===== src/rtl/csg_pkg.sv =====
package csg_pkg;
    localparam int CS_IN_W   = 4;
    localparam int CS_SIDE_W = CS_IN_W / 2;

    typedef enum logic {
        MODE_DUAL = 1'b0,
        MODE_QUAD = 1'b1
    } cs_mode_e;
endpackage


===== src/rtl/csg_cs_router.sv =====
module csg_cs_router
    import csg_pkg::*;
(
    input  logic                 clk,
    input  logic                 rst,
    input  logic                 dual_mode_pin,
    input  logic [CS_IN_W-1:0]   cs_n_in,
    output logic [CS_SIDE_W-1:0] cs_a_n_o,
    output logic [CS_SIDE_W-1:0] cs_b_n_o,
    output logic                 any_sel_o
);
    typedef struct packed {
        cs_mode_e             mode;
        logic [CS_SIDE_W-1:0] a_n;
        logic [CS_SIDE_W-1:0] b_n;
    } cs_state_t;

    cs_state_t st_d, st_q;
    logic [CS_SIDE_W-1:0] map_a_n, map_b_n;

    // Fan-out per chip-select position; the mode picks the variant.
    for (genvar i = 0; i < CS_SIDE_W; i++) begin : g_map
        assign map_a_n[i] = cs_n_in[i];
        assign map_b_n[i] = (st_q.mode == MODE_QUAD) ? cs_n_in[i + CS_SIDE_W] : cs_n_in[i];
    end

    assign any_sel_o = (st_q.mode == MODE_QUAD) ? ~(&cs_n_in)
                                                : ~(&cs_n_in[CS_SIDE_W-1:0]);

    always_comb begin
        st_d = st_q;
        if (rst) begin
            st_d.mode = dual_mode_pin ? MODE_DUAL : MODE_QUAD;
            st_d.a_n  = '1;
            st_d.b_n  = '1;
        end else begin
            st_d.a_n  = map_a_n;
            st_d.b_n  = map_b_n;
        end
    end

    always_ff @(posedge clk) begin
        st_q <= st_d;
    end

    assign cs_a_n_o = st_q.a_n;
    assign cs_b_n_o = st_q.b_n;

    AST_CS_IDLE_RESET: assert property (@(posedge clk)
        rst |=> (&cs_a_n_o) && (&cs_b_n_o));

    AST_MODE_LOCKED: assert property (@(posedge clk) disable iff (rst)
        1'b1 |=> $stable(st_q.mode));

    AST_DUAL_FANOUT: assert property (@(posedge clk) disable iff (rst)
        (st_q.mode == MODE_DUAL) |=>
            cs_a_n_o == $past(cs_n_in[CS_SIDE_W-1:0]) &&
            cs_b_n_o == $past(cs_n_in[CS_SIDE_W-1:0]));

    AST_QUAD_FANOUT: assert property (@(posedge clk) disable iff (rst)
        (st_q.mode == MODE_QUAD) |=>
            {cs_b_n_o, cs_a_n_o} == $past(cs_n_in));
endmodule


===== src/rtl/csg_ca_stage.sv =====
module csg_ca_stage #(
    parameter int CA_W = 24
) (
    input  logic            clk,
    input  logic            rst,
    input  logic            load,
    input  logic [CA_W-1:0] ca_in,
    output logic [CA_W-1:0] ca_a_o,
    output logic [CA_W-1:0] ca_b_o
);
    typedef struct packed {
        logic [CA_W-1:0] a;
        logic [CA_W-1:0] b;
    } ca_state_t;

    ca_state_t st_d, st_q;

    always_comb begin
        st_d = st_q;
        if (rst) begin
            st_d.a = '0;
            st_d.b = '0;
        end else if (load) begin
            st_d.a = ca_in;
            st_d.b = ca_in;
        end
    end

    always_ff @(posedge clk) begin
        st_q <= st_d;
    end

    assign ca_a_o = st_q.a;
    assign ca_b_o = st_q.b;

    AST_CA_RESET: assert property (@(posedge clk)
        rst |=> ca_a_o == '0 && ca_b_o == '0);

    AST_CA_LOAD: assert property (@(posedge clk) disable iff (rst)
        load |=> ca_a_o == $past(ca_in) && ca_b_o == $past(ca_in));

    AST_CA_HOLD: assert property (@(posedge clk) disable iff (rst)
        !load |=> $stable(ca_a_o) && $stable(ca_b_o));
endmodule


===== src/rtl/csg_ctl_stage.sv =====
module csg_ctl_stage #(
    parameter int CTL_W = 2
) (
    input  logic             clk,
    input  logic             rst,
    input  logic [CTL_W-1:0] cke_in,
    input  logic [CTL_W-1:0] odt_in,
    output logic [CTL_W-1:0] cke_a_o,
    output logic [CTL_W-1:0] cke_b_o,
    output logic [CTL_W-1:0] odt_a_o,
    output logic [CTL_W-1:0] odt_b_o
);
    typedef struct packed {
        logic [CTL_W-1:0] cke_a;
        logic [CTL_W-1:0] cke_b;
        logic [CTL_W-1:0] odt_a;
        logic [CTL_W-1:0] odt_b;
    } ctl_state_t;

    ctl_state_t st_d, st_q;

    always_comb begin
        if (rst) begin
            st_d = '0;
        end else begin
            st_d.cke_a = cke_in;
            st_d.cke_b = cke_in;
            st_d.odt_a = odt_in;
            st_d.odt_b = odt_in;
        end
    end

    always_ff @(posedge clk) begin
        st_q <= st_d;
    end

    assign cke_a_o = st_q.cke_a;
    assign cke_b_o = st_q.cke_b;
    assign odt_a_o = st_q.odt_a;
    assign odt_b_o = st_q.odt_b;

    AST_CTL_RESET: assert property (@(posedge clk)
        rst |=> cke_a_o == '0 && cke_b_o == '0 && odt_a_o == '0 && odt_b_o == '0);

    AST_CTL_PASS: assert property (@(posedge clk) disable iff (rst)
        1'b1 |=> cke_a_o == $past(cke_in) && cke_b_o == $past(cke_in) &&
                 odt_a_o == $past(odt_in) && odt_b_o == $past(odt_in));
endmodule


===== src/rtl/csg_cmd_register.sv =====
module csg_cmd_register
    import csg_pkg::*;
#(
    parameter int CA_W  = 24,
    parameter int CTL_W = 2
) (
    input  logic                 clk,
    input  logic                 rst,
    input  logic                 dual_mode_pin,
    input  logic [CS_IN_W-1:0]   cs_n_in,
    input  logic [CA_W-1:0]      ca_in,
    input  logic [CTL_W-1:0]     cke_in,
    input  logic [CTL_W-1:0]     odt_in,
    output logic [CA_W-1:0]      ca_a,
    output logic [CA_W-1:0]      ca_b,
    output logic [CS_SIDE_W-1:0] cs_a_n,
    output logic [CS_SIDE_W-1:0] cs_b_n,
    output logic [CTL_W-1:0]     cke_a,
    output logic [CTL_W-1:0]     cke_b,
    output logic [CTL_W-1:0]     odt_a,
    output logic [CTL_W-1:0]     odt_b
);
    logic any_sel;

    csg_cs_router u_cs (
        .clk           (clk),
        .rst           (rst),
        .dual_mode_pin (dual_mode_pin),
        .cs_n_in       (cs_n_in),
        .cs_a_n_o      (cs_a_n),
        .cs_b_n_o      (cs_b_n),
        .any_sel_o     (any_sel)
    );

    csg_ca_stage #(.CA_W(CA_W)) u_ca (
        .clk    (clk),
        .rst    (rst),
        .load   (any_sel),
        .ca_in  (ca_in),
        .ca_a_o (ca_a),
        .ca_b_o (ca_b)
    );

    csg_ctl_stage #(.CTL_W(CTL_W)) u_ctl (
        .clk     (clk),
        .rst     (rst),
        .cke_in  (cke_in),
        .odt_in  (odt_in),
        .cke_a_o (cke_a),
        .cke_b_o (cke_b),
        .odt_a_o (odt_a),
        .odt_b_o (odt_b)
    );

    AST_SIDES_AGREE_CA: assert property (@(posedge clk) disable iff (rst)
        1'b1 |=> ca_a == ca_b);
endmodule


===== config.mk =====
export PLATFORM = sky130hd
export DESIGN_NAME = csg_cmd_register
export DESIGN_NICKNAME = d
export VERILOG_FILES = /design/src/rtl/csg_pkg.sv /design/src/rtl/csg_cs_router.sv /design/src/rtl/csg_ca_stage.sv /design/src/rtl/csg_ctl_stage.sv /design/src/rtl/csg_cmd_register.sv
export SDC_FILE = /design/constraint.sdc
export NUM_CORES = 1
export LEC_CHECK = 0
export BUFFER_PORTS_ARGS = -buffer_cell sky130_fd_sc_hd__buf_2
export CORE_MARGIN = 4
export CORE_UTILIZATION = 47
export CTS_BUF_LIST = sky130_fd_sc_hd__clkbuf_4 sky130_fd_sc_hd__clkbuf_8 sky130_fd_sc_hd__clkbuf_16
export DETAILED_ROUTE_END_ITERATION = 8
export PLACE_DENSITY = 0.94
export SETUP_SLACK_MARGIN = 0.3
export SLEW_MARGIN = 0
export SYNTH_ARGS = -nofsm -noshare
export SYNTH_HDL_FRONTEND = slang
export SYNTH_SLANG_ARGS = --single-unit

===== constraint.sdc =====
create_clock -name clk -period 1.9 [get_ports clk]
set_input_delay 0.285 -clock clk [delete_from_list [all_inputs] [get_ports clk]]
set_output_delay 0.285 -clock clk [all_outputs]
set_load 0.01 [all_outputs]

Word-level counts from Yosys, hierarchy flattened
Index checks and enable logic that the tools add are counted.
{"block": "word_totals", "register_bits": 33, "output_inout_bits": 60, "wordCells": 14}
{"block": "classes", "mux": 4, "bitwise_logic": 2, "reduce_logical": 2}
{"operator": "1-bit 2-to-1 mux", "n": 4}
{"operator": "4-bit AND reduction", "n": 1}
{"operator": "1-bit inverter", "n": 2}
{"operator": "2-bit AND reduction", "n": 1}

Depth between registers and ports, before layout
Gate-level depths: netlist of the first run.
{"block": "logic_depth", "depth_word": 3, "ltp_mapped": 4, "mapped_depth_nobuf": 3}

Modules after synthesis
A second synthesis of the first run with hierarchy kept.
{"block": "hier_totals", "cells_unflattened": 131, "area_unflattened_um2": 1391.3}
{"mod": "csg_ca_stage", "instances": 1, "cells_per_inst": 101, "area_each_um2": 1049.8, "seq_area_each_um2": 480.5}
{"mod": "csg_cs_router", "instances": 1, "cells_per_inst": 18, "area_each_um2": 206.4, "seq_area_each_um2": 110.1}
{"mod": "csg_ctl_stage", "instances": 1, "cells_per_inst": 12, "area_each_um2": 135.1, "seq_area_each_um2": 80.1}

Least setup slack after synthesis of the first run
OpenSTA, ideal clock, no wires.
{"block": "synth_path", "path_type": "register to register", "from": "register u_cs.st_q[4] in the netlist's numbering", "to": "register u_ca.st_q (netlist bit u_ca.ca_b_o[0])", "setup_time_ns": 0.072, "arrival_ns": 1.084, "required_ns": 1.828, "slack_ns": 0.744, "path_stages_with_launch": 4, "path_buffers": 1, "period_less_slack_ns": 1.156, "cell_sequence": "edfxtp_1 -> a21oi_4 -> buf_12 -> mux2i_1"}
{"block": "synth_via", "elab_chain_len": 1}
{"element": "start: declaration", "line_no": "csg_cs_router.sv:18", "rtl": "cs_state_t st_d, st_q;"}
{"element": "start signal: assignment", "line_no": "csg_cs_router.sv:43", "rtl": "st_q <= st_d;"}
{"element": "1-bit 2-to-1 mux", "line_no": "csg_cs_router.sv:27", "rtl": "assign any_sel_o = (st_q.mode == MODE_QUAD) ? ~(&cs_n_in)"}
{"element": "end signal: assignment", "line_no": "csg_ca_stage.sv:30", "rtl": "st_q <= st_d;"}
{"element": "end: declaration", "line_no": "csg_ca_stage.sv:16", "rtl": "ca_state_t st_d, st_q;"}
No other way between the ends.
A chain may end at the register's enable or synchronous reset.

Final worst setup path of the first run
{"block": "layout_path", "from": "register u_cs.st_q[4] in the netlist's numbering", "to": "register u_ca.st_q (netlist bit u_ca.ca_b_o[3])"}
The elaborated chain is that of the path after synthesis.

==> flow_summary.json, run 1 <==
{
  "max_freq_mhz": 754,
  "cts_sinks": 33,
  "numCtsBuffers": 5,
  "reg2reg_depth": 3,
  "fin_nets": 256,
  "initial_core_util_pct": 50.1,
  "r2r-start": "u_cs.st_q[4]$_DFFE_PP_",
  "ys_types": 20,
  "cts_tree": "done",
  "first_global_vias": 1110,
  "start_kind": "flip-flop",
  "setup_viol": 0,
  "nFillCells": 311,
  "final_hold_viol_count": 0,
  "rr_endpoint": "u_ca.ca_b_o[3]$_SDFFE_PP0P_",
  "worstPathMaxFanout": 24,
  "die_area_um2": 4670,
  "syn_nets": 194,
  "area_growth_pct": 16.1,
  "finalPower_w": 0.00143,
  "place_ws_ns": 0.579,
  "wire_per_inst_um": 11.5,
  "synth_area_per_cell_um2": 10.8,
  "setup_tns_ns": 0,
  "ir_drop_mv": 0.393,
  "pin_count": 95,
  "io_buffer_count": 94,
  "drtIter0Drc": 39,
  "timing.critical_path.cells": "a21oi_4 > buf_4 > mux2i_1",
  "cp_num_buf_inv": 1,
  "drv_cap": 0,
  "cts_resized": 0,
  "setup_slack_ns": 0.574,
  "drive_gt1_share_pct": 64.0,
  "slew_headroom_pct": 53.0,
  "hold_depth": 2,
  "slowest_delay_ns": 0.49,
  "cp_top_family": "flip-flops",
  "comb_power_share_pct": 19.6,
  "crit_start": "u_cs.st_q[4]$_DFFE_PP_",
  "pwr-share-clk_pct": 26.3,
  "grt_max_degree": 58,
  "core_area_um2": 3420,
  "cp.required_ns": 2.15,
  "period_share_pct": 69.8,
  "first_pass_iters": 4,
  "arrival_ns": 1.58,
  "seq_power_share_pct": 54.1,
  "hpwl_um": 2340,
  "cp-end-kind": "flip-flop",
  "clock_path_buffers": 2,
  "rsz0062_at_grt": "false",
  "die_w_um": 68.3,
  "dr_total_vias": 1167,
  "ys_warn_count": 0,
  "clkTransAtPathRegs_ns": 0.11,
  "hold_class": "primary input to flip-flop",
  "drc": 0,
  "htreeDepth": 2,
  "crit_path_end": "u_ca.ca_b_o[3]$_SDFFE_PP0P_",
  "power.switching_w": 0.000400,
  "root_buffer": "clkbuf_4",
  "die_h_um": 68.3,
  "netlist_area_um2": 1710,
  "critPathSlowestCell": "edfxtp_1",
  "p_sw_share_pct": 28.0,
  "p_per_area_nw_per_um2": 720,
  "post_cts_buffers": 0,
  "grt_pass1_wl_um": 4660,
  "antenna_found_initial": 0,
  "ys_seq_elements": 33,
  "instances_no_fill": 268,
  "routed_wl_um": 3080,
  "criticalPathCategory": "flip-flop to flip-flop",
  "outcome": "complete, no violations",
  "track_usage_pct": 13.3,
  "fin_skew_ns": 0.00552,
  "tightest_slew_ns": 0.705,
  "intPower_w": 0.00103,
  "period_needed_ns": 1.33,
  "ys_seq_area_share_pct": 39.2,
  "cp.depth": 3,
  "dpl.cell_count": 260,
  "syn_inst": 159,
  "cts.hold.buffers_added": 0,
  "insertion_delay_ns": 0.32,
  "postRouteAntennaNets": 0,
  "rows": 21,
  "reg2reg_slack_ns": 0.57,
  "slew_violations": 0,
  "routed_via_density": 4.35,
  "diodes": 0,
  "p_leak_nw": 0.959,
  "overflow": 0,
  "hp-start": "odt_in[1]",
  "gp_congestion": 0.649
}
[power by group through the flow]
stage / combinational (W) / sequential, W / clock, W
detailed placement: 0.000286 / 0.000790 / 0
CTS: 0.000286 / 0.000775 / 0.000395
floorplan: 0.000203 / 0.000809 / 0
global route: 0.000310 / 0.000782 / 0.000419
global placement: 0.000278 / 0.000787 / 0
finish: 0.000280 / 0.000774 / 0.000375
[cell usage after synthesis]
library cell  instances  share of area, %
nor2b_1               6               2.2
buf_12                2               2.3
buf_6                 1              0.66
a211o_1               1              0.51
clkbuf_4              1              0.44
nand2_1               1              0.22
a21oi_4               1              0.95
nand2_2               1              0.37
clkbuf_2              1              0.29
mux2i_1              24                14
nand2b_1             14               5.1
clkbuf_1              3              0.66
dfxtp_1              32                37
buf_4                32                14
nand2b_2             23                12
or2b_2               11               5.6
inv_1                 1              0.22
a211o_2               1              0.59
or2_2                 2              0.73
edfxtp_1              1               1.8
[sequential cells by signal, summed over array words and instances, names as in the netlist]
signal and cells:
u_cs.cs_b_n_o 2, u_ctl.odt_b_o 2, u_cs.cs_a_n_o 2, u_ctl.cke_b_o 2, u_ca.ca_b_o 24, u_cs.st_q 1
[metrics by stage]
step	hold WS [ns]	util [%]	cell area [um^2]
CTS	0.154	58.1	1990
global placement	0.470	56.5	1930
floorplan	0.389	-	1710
detailed placement	0.476	56.5	1930
finish	0.172	58.1	1990
global route	0.159	58.1	1990
[layout make-up]
type,count,area [um^2],share of cell area (%)
multi-input cells,85,721,36.3
flip-flops and latches,33,671,33.8
inverters,1,3.75,0.189
well taps,46,57.6,2.90
clock buffers,5,37.5,1.89
repair buffers,95,478,24.1
clock inverters,3,17.5,0.882
[per-layer routing]
| metal | share of wire (%) | GRT usage (%) | vias up |
|---|---|---|---|
| met2 | 52 | 24.3 | 56 |
| li1 | - | - | 591 |
| met3 | 9.2 | 2.96 | 5 |
| met1 | 37 | 14.3 | 515 |
| met5 | 0 | 0 | - |
| met4 | 1.7 | 6.70 | 0 |
[worst min path at each step]
stage / to
2_1_floorplan: u_cs.cs_a_n_o[0]$_SDFF_PP1_
3_3_place_gp: u_ca.ca_b_o[10]$_SDFFE_PP0P_
3_5_place_dp: u_ca.ca_b_o[10]$_SDFFE_PP0P_
4_1_cts: u_ctl.odt_b_o[1]$_SDFF_PP0_
5_1_grt: u_ctl.odt_b_o[1]$_SDFF_PP0_
6_report: u_ctl.odt_b_o[1]$_SDFF_PP0_
[cell usage in the layout, fill, tap and decap left out, drive strengths merged, types with 2 or more instances in the layout]
| cell | instances |
|---|---|
| or2 | 2 |
| nand2b | 37 |
| clkinv | 2 |
| buf | 95 |
| clkbuf | 5 |
| or2b | 11 |
| nand2 | 2 |
| mux2i | 24 |
| a211o | 2 |
| dfxtp | 32 |
| nor2b | 6 |
[cell families after synthesis]
logic type      after synthesis  share of synthesized area (%)
compound gates                3                           2.05
buf+inv                      41                           18.7
flops                        33                           39.2
mux                          24                           14.0
simple gates                 58                           26.0
No activity file was read; power rests on OpenSTA's default activity.
==> inputs of run 2 (changes only) <==
--- a/config.mk
+++ b/config.mk
@@ -7,10 +7,10 @@
 export LEC_CHECK = 0
 export BUFFER_PORTS_ARGS = -buffer_cell sky130_fd_sc_hd__buf_2
 export CORE_MARGIN = 4
-export CORE_UTILIZATION = 47
+export CORE_UTILIZATION = 40
 export CTS_BUF_LIST = sky130_fd_sc_hd__clkbuf_4 sky130_fd_sc_hd__clkbuf_8 sky130_fd_sc_hd__clkbuf_16
 export DETAILED_ROUTE_END_ITERATION = 8
-export PLACE_DENSITY = 0.94
+export PLACE_DENSITY = 0.86
 export SETUP_SLACK_MARGIN = 0.3
 export SLEW_MARGIN = 0
 export SYNTH_ARGS = -nofsm -noshare
==> constraint.sdc (replaced) <==
create_clock -name clk -period 1.2 [get_ports clk]
set_input_delay 0.18 -clock clk [delete_from_list [all_inputs] [get_ports clk]]
set_output_delay 0.18 -clock clk [all_outputs]
set_load 0.01 [all_outputs]
==> run 2 against run 1 <==
  * Critical path type unchanged
  * Largest cell class is now buffers
  * First-iteration DRC count down 10%
  * Setup slack worse by 0.50 ns
  * Via count up 5.4%
  * Non-clock buffer count up 16
  * Fmax up 17%
  * Register-to-register slack worse by 0.50 ns
==> flow_summary.json, run 2 (synthesis gave the netlist of run 1 again) <==
{
  "final_cell_mix": "buf_6, buf_2, mux2i_1",
  "outcome": "complete, no violations",
  "final_util_pct": 63.5,
  "fin_skew_ns": 0.00572,
  "die_area_um2": 5390,
  "initial_core_util_pct": 42.2,
  "routed_wl_um": 3670,
  "largest_reg_flops": 24,
  "gp_congestion": 0.716,
  "arrival_ns": 1.33,
  "routed_via_density": 4.27,
  "p_per_area_nw_per_um2": 1090,
  "rows": 23,
  "worstPathMaxFanout": 14,
  "pin_count": 95,
  "power.switching_w": 0.000701,
  "die_h_um": 73.4,
  "ir_drop_mv": 0.808,
  "hold_class": "primary input to flip-flop",
  "cts_tree": "done",
  "criticalPathCategory": "flip-flop to flip-flop",
  "p_sw_share_pct": 24.8,
  "drtIter0Drc": 35,
  "die_w_um": 73.4,
  "final_hold_viol_count": 0,
  "wire_per_inst_um": 12.7,
  "setup_viol": 0,
  "cts_sinks": 33,
  "slew_headroom_pct": 72.9,
  "pwr-share-clk_pct": 32.3,
  "seq_power_share_pct": 44.6,
  "nFillCells": 310,
  "clock_path_buffers": 2,
  "grt_pass1_wl_um": 5690,
  "tightest_slew_ns": 0.407,
  "comb_power_share_pct": 23.1,
  "diodes": 0,
  "worst_hold_slack_ns": 0.116,
  "area_growth_pct": 50.6,
  "io_buffer_count": 94,
  "final_common_cell": "buf_6",
  "rsz0062_at_grt": "true",
  "cp.required_ns": 1.40,
  "period_share_pct": 94.1,
  "cp-end-kind": "flip-flop",
  "cts.hold.buffers_added": 0,
  "stdcell_area_um2": 2580,
  "grt_max_degree": 55,
  "layout.area.seq_um2": 718,
  "fin_nets": 272,
  "htreeDepth": 2,
  "setup_slack_ns": 0.0713,
  "track_usage_pct": 13.7,
  "drc": 0,
  "antenna_found_initial": 1,
  "first_global_vias": 1271,
  "root_buffer": "clkbuf_8",
  "drv_cap": 0,
  "multi_input_area_um2": 721,
  "first_pass_iters": 2,
  "max_freq_mhz": 886,
  "place_ws_ns": 0.0584,
  "overflow": 0,
  "numCtsBuffers": 5,
  "finalPower_w": 0.00282,
  "intPower_w": 0.00212,
  "core_area_um2": 4060,
  "p_leak_nw": 1.15,
  "period_needed_ns": 1.13,
  "postRouteAntennaNets": 0,
  "dpl_cell_area_um2": 1980,
  "start_kind": "flip-flop",
  "dr_total_vias": 1230,
  "clkTransAtPathRegs_ns": 0.07,
  "hpwl_um": 2290,
  "drive_gt1_share_pct": 78.2,
  "insertion_delay_ns": 0.27,
  "slew_violations": 0
}
-- run 2: layout make-up --
cell class	instances	share of cell area (%)
multi-input combinational	85	28.0
sequential	33	27.9
clock buffer	7	3.74
inverter	1	0.146
tap	50	2.43
timing repair buffer	111	37.6
clock inverter	1	0.194
-- run 2: final timing paths --
check,from,endpoint,slack (ns),cells after the start
setup / recovery,u_cs.st_q[4]$_DFFE_PP_,u_ca.ca_b_o[2]$_SDFFE_PP0P_,0.07,3
hold / removal,cke_in[1],u_ctl.cke_b_o[1]$_SDFF_PP0_,0.12,2
setup reg to reg,u_cs.st_q[4]$_DFFE_PP_,u_ca.ca_b_o[2]$_SDFFE_PP0P_,0.07,3
hold reg to reg,u_ca.ca_b_o[5]$_SDFFE_PP0P_,u_ca.ca_b_o[5]$_SDFFE_PP0P_,0.50,2
-- run 2: critical path: stages, from the launching register on --
cell and delay [ns]:
edfxtp_1 0.44, a21oi_4 0.22, buf_12 0.19, mux2i_1 0.20
-- run 2: power groups by stage --
stage                     Clock (W)  Combinational [W]  Sequential, W
after global routing       0.000988           0.000703        0.00127
after floorplan                   0           0.000322        0.00128
after global placement            0           0.000462        0.00125
final                      0.000910           0.000651        0.00126
after detailed placement          0           0.000471        0.00125
after CTS                  0.000943           0.000642        0.00126
-- run 2: per-layer routing --
layer / GRT usage [%] / wire length, um / vias up
li1: - / - / 626
met1: 14.2 / 1330 / 540
met2: 25.2 / 1940 / 58
met3: 5.47 / 357 / 4
met4: 4.23 / 16 / 2
met5: 0 / 20 / -
-- run 2: stage by stage --
stage / TNS, ns / instances
4_1_cts: 0 / 286
6_report: 0 / 288
3_3_place_gp: 0 / 267
3_5_place_dp: 0 / 267
5_1_grt: -0.0464 / 288
2_1_floorplan: 0 / 159
-- run 2: what timing repair did --
| item | CTS | global route |
|---|---|---|
| cloned | 0 | 0 |
| pin swaps | 0 | 0 |
| buffers inserted | 11 | 2 |
| resized for setup | 81 | 8 |
| setup endpoints to repair | 83 | 90 |
==> inputs of run 3 (changes only) <==
--- a/config.mk
+++ b/config.mk
@@ -7,7 +7,7 @@
 export LEC_CHECK = 0
 export BUFFER_PORTS_ARGS = -buffer_cell sky130_fd_sc_hd__buf_2
 export CORE_MARGIN = 4
-export CORE_UTILIZATION = 40
+export CORE_UTILIZATION = 37
 export CTS_BUF_LIST = sky130_fd_sc_hd__clkbuf_4 sky130_fd_sc_hd__clkbuf_8 sky130_fd_sc_hd__clkbuf_16
 export DETAILED_ROUTE_END_ITERATION = 8
 export PLACE_DENSITY = 0.86
@@ -15,4 +15,5 @@
 export SLEW_MARGIN = 0
 export SYNTH_ARGS = -nofsm -noshare
 export SYNTH_HDL_FRONTEND = slang
+export SYNTH_HIERARCHICAL = 1
 export SYNTH_SLANG_ARGS = --single-unit
==> run 3 against run 2 <==
  * The run now ends with negative setup slack left
  * Clock-buffer cell count stayed put
  * Non-clock buffer count is 12 lower
  * Utilization is 3.4 points lower
  * Via count is 13% lower
  * Synthesized cell count is 18% lower
  * Fmax is 10% lower
  * Combinational power is 16% lower
  * Die area is 11% lower
  * Register-to-register slack worse by 0.13 ns
  * Setup slack worse by 0.13 ns
  * Sequential share of layout area is 5.1 points higher
  * Clock skew is 0.0021 ns lower
  * Largest power group unchanged
  * Highest routed layer is now met4
==> flow_summary.json, run 3 <==
{
  "setup_slack_ns": -0.0599,
  "antenna_found_initial": 0,
  "gp_congestion": 0.723,
  "diodes": 0,
  "ys_seq_area_share_pct": 48.2,
  "final_cell_mix": "buf_6, buf_2, nor2_1",
  "drc": 0,
  "async_flop_share_pct": 0,
  "track_usage_pct": 14.0,
  "final_hold_viol_count": 0,
  "fin_skew_ns": 0.00363,
  "ys_top_cells_by_area": "dfxtp_1, mux2i_1, buf_4, nor2_1, buf_12",
  "synth_top_area_cell": "dfxtp_1",
  "place_ws_ns": 0.00322,
  "drv_cap": 0,
  "cp.required_ns": 1.36,
  "netlist_area_um2": 1390,
  "synth_area_per_cell_um2": 10.6,
  "grt_max_degree": 19,
  "synth_top_family_by_area": "buffers and inverters",
  "syn_inst": 131,
  "pwr-share-clk_pct": 33.1,
  "yosys.area.top_type_share_pct": 46.0,
  "synth_compound_area_share_pct": 1.98,
  "synth_edf_count": 1,
  "pin_count": 95,
  "tightest_slew_ns": 0.316,
  "postRouteAntennaNets": 0,
  "cp_top_family": "flip-flops",
  "ys.flop_type": "dfxtp_1",
  "arrival_ns": 1.42,
  "clkTransAtPathRegs_ns": 0.06,
  "highest_layer": "met4",
  "synth.area.mux_share_pct": 17.3,
  "final_common_cell": "buf_6",
  "die_h_um": 69.3,
  "finalPower_w": 0.00268,
  "numCtsBuffers": 5,
  "die_area_um2": 4810,
  "violations": "negative setup slack",
  "dpl.cell_count": 240,
  "p_sw_share_pct": 24.2,
  "overflow": 0,
  "routed_wl_um": 3300,
  "largest_reg_flops": 24,
  "period_needed_ns": 1.26,
  "ys_seq_elements": 33,
  "instances_no_fill": 249,
  "area_growth_pct": 58.2,
  "critPathSlowestCell": "edfxtp_1",
  "dr_wl_met3_um": 323,
  "synthAdderAreaFrac_pct": 0,
  "hold_class": "primary input to flip-flop",
  "p_per_area_nw_per_um2": 1220,
  "hpwl_um": 2160,
  "syn_nets": 166,
  "synth-simple-area-share_pct": 10.8,
  "routed_via_density": 4.32,
  "clock_path_buffers": 2,
  "initial_core_util_pct": 38.0,
  "first_global_vias": 1132,
  "criticalPathCategory": "flip-flop to flip-flop",
  "first_pass_iters": 2,
  "dr_total_vias": 1076,
  "cts.hold.buffers_added": 0,
  "comb_power_share_pct": 20.4,
  "rows": 22,
  "period_share_pct": 105,
  "fin_nets": 235,
  "setup_viol": 3,
  "cp-end-kind": "flip-flop",
  "drive_gt1_share_pct": 69.7,
  "p_leak_nw": 1.16,
  "m1WireLength_um": 1170,
  "synth.top_cells.by_count": "buf_4, dfxtp_1, mux2i_1, nor2_1, nor2b_1",
  "rsz0062_at_grt": "true",
  "die_w_um": 69.3,
  "seq_power_share_pct": 46.5,
  "insertion_delay_ns": 0.28,
  "slew_headroom_pct": 78.9,
  "cp_num_buf_inv": 1,
  "timing.critical_path.cells": "a21bo_1 > nand3_4 > buf_12 > mux2i_1 > nor2_1",
  "ys_types": 14,
  "wire_per_inst_um": 13.3,
  "io_buffer_count": 94,
  "power.switching_w": 0.000651,
  "intPower_w": 0.00203,
  "routed-wl-met2_um": 1770,
  "setup_tns_ns": -0.0999,
  "ir_drop_mv": 0.887,
  "htreeDepth": 2,
  "start_kind": "flip-flop",
  "slowest_delay_ns": 0.34,
  "grt_pass1_wl_um": 5380,
  "core_area_um2": 3660,
  "outcome": "complete, but fails checks",
  "cts_sinks": 33,
  "synth_xor_area_share_pct": 0,
  "drtIter0Drc": 48,
  "root_buffer": "clkbuf_8",
  "slew_violations": 0,
  "max_freq_mhz": 794,
  "reg2reg_slack_ns": -0.06,
  "cts_tree": "done",
  "nFillCells": 313,
  "worstPathMaxFanout": 13,
  "ys_warn_count": 6
}
run 3: cell count changes after synthesis, moves of 11 or more:
cell,delta
nand2b_2,-23
nor2_1,+24
or2b_2,-11
nand2b_1,-14
run 3: layout make-up:
cell class              instances  area [um^2]  share of cell area, %
inverters                       1         3.75                  0.171
clock inverters                 1         5.00                  0.227
clock buffers                   7         96.3                   4.38
well taps                      48         60.1                   2.73
multi-input cells              60          433                   19.7
repair buffers                 99          877                   39.9
flip-flops and latches         33          726                   33.0
run 3: worst paths after layout:
path,startpoint,endpoint,cells after the start
max reg2reg,u_cs/st_q[4]$_DFFE_PP_,u_ca/ca_b_o[20]$_SDFFE_PP0P_,5
min reg2reg,u_ca/ca_b_o[14]$_SDFFE_PP0P_,u_ca/ca_b_o[14]$_SDFFE_PP0P_,2
min,cke_in[1],u_ctl/cke_b_o[1]$_SDFF_PP0_,2
max,u_cs/st_q[4]$_DFFE_PP_,u_ca/ca_b_o[20]$_SDFFE_PP0P_,5
run 3: worst reg2reg max path: stages (launching register included):
cell	delay [ns]
edfxtp_1	0.34
a21bo_1	0.23
nand3_4	0.09
buf_12	0.16
mux2i_1	0.25
nor2_1	0.07
run 3: kinds of logic after synthesis:
group                  Yosys count
AO/OA/AOI/OAI                    3
flip-flops                      33
AND/OR/NAND/NOR                 33
multiplexers                    24
buffers and inverters           38
run 3: repair_timing:
item / CTS / global route
setup endpoints to repair: 83 / 86
hold endpoints to repair: 0 / 0
buffers inserted: 0 / 1
gates resized for setup: 78 / 16
run 3: routing by layer:
metal / track usage, % / up-vias
met3: 7.25 / 7
met5: 0 / -
met4: 4.56 / 0
met1: 13.9 / 485
met2: 25.2 / 57
li1: - / 527
run 3: power groups by stage:
stage	sequential, W	clock (W)	combinational (W)
2_1_floorplan	0.00127	0	0.000263
3_3_place_gp	0.00123	0	0.000404
3_5_place_dp	0.00124	0	0.000409
4_1_cts	0.00125	0.000932	0.000530
5_1_grt	0.00126	0.000994	0.000589
6_report	0.00125	0.000888	0.000549
run 3: metrics by stage:
stage | util (%) | hold slack [ns] | area, um^2
after global routing | 60.1 | 0.110 | 2200
after CTS | 58.4 | 0.0996 | 2140
final | 60.1 | 0.111 | 2200
after detailed placement | 45.8 | 0.398 | 1680
after global placement | 45.8 | 0.388 | 1680
after floorplan | - | 0.252 | 1390
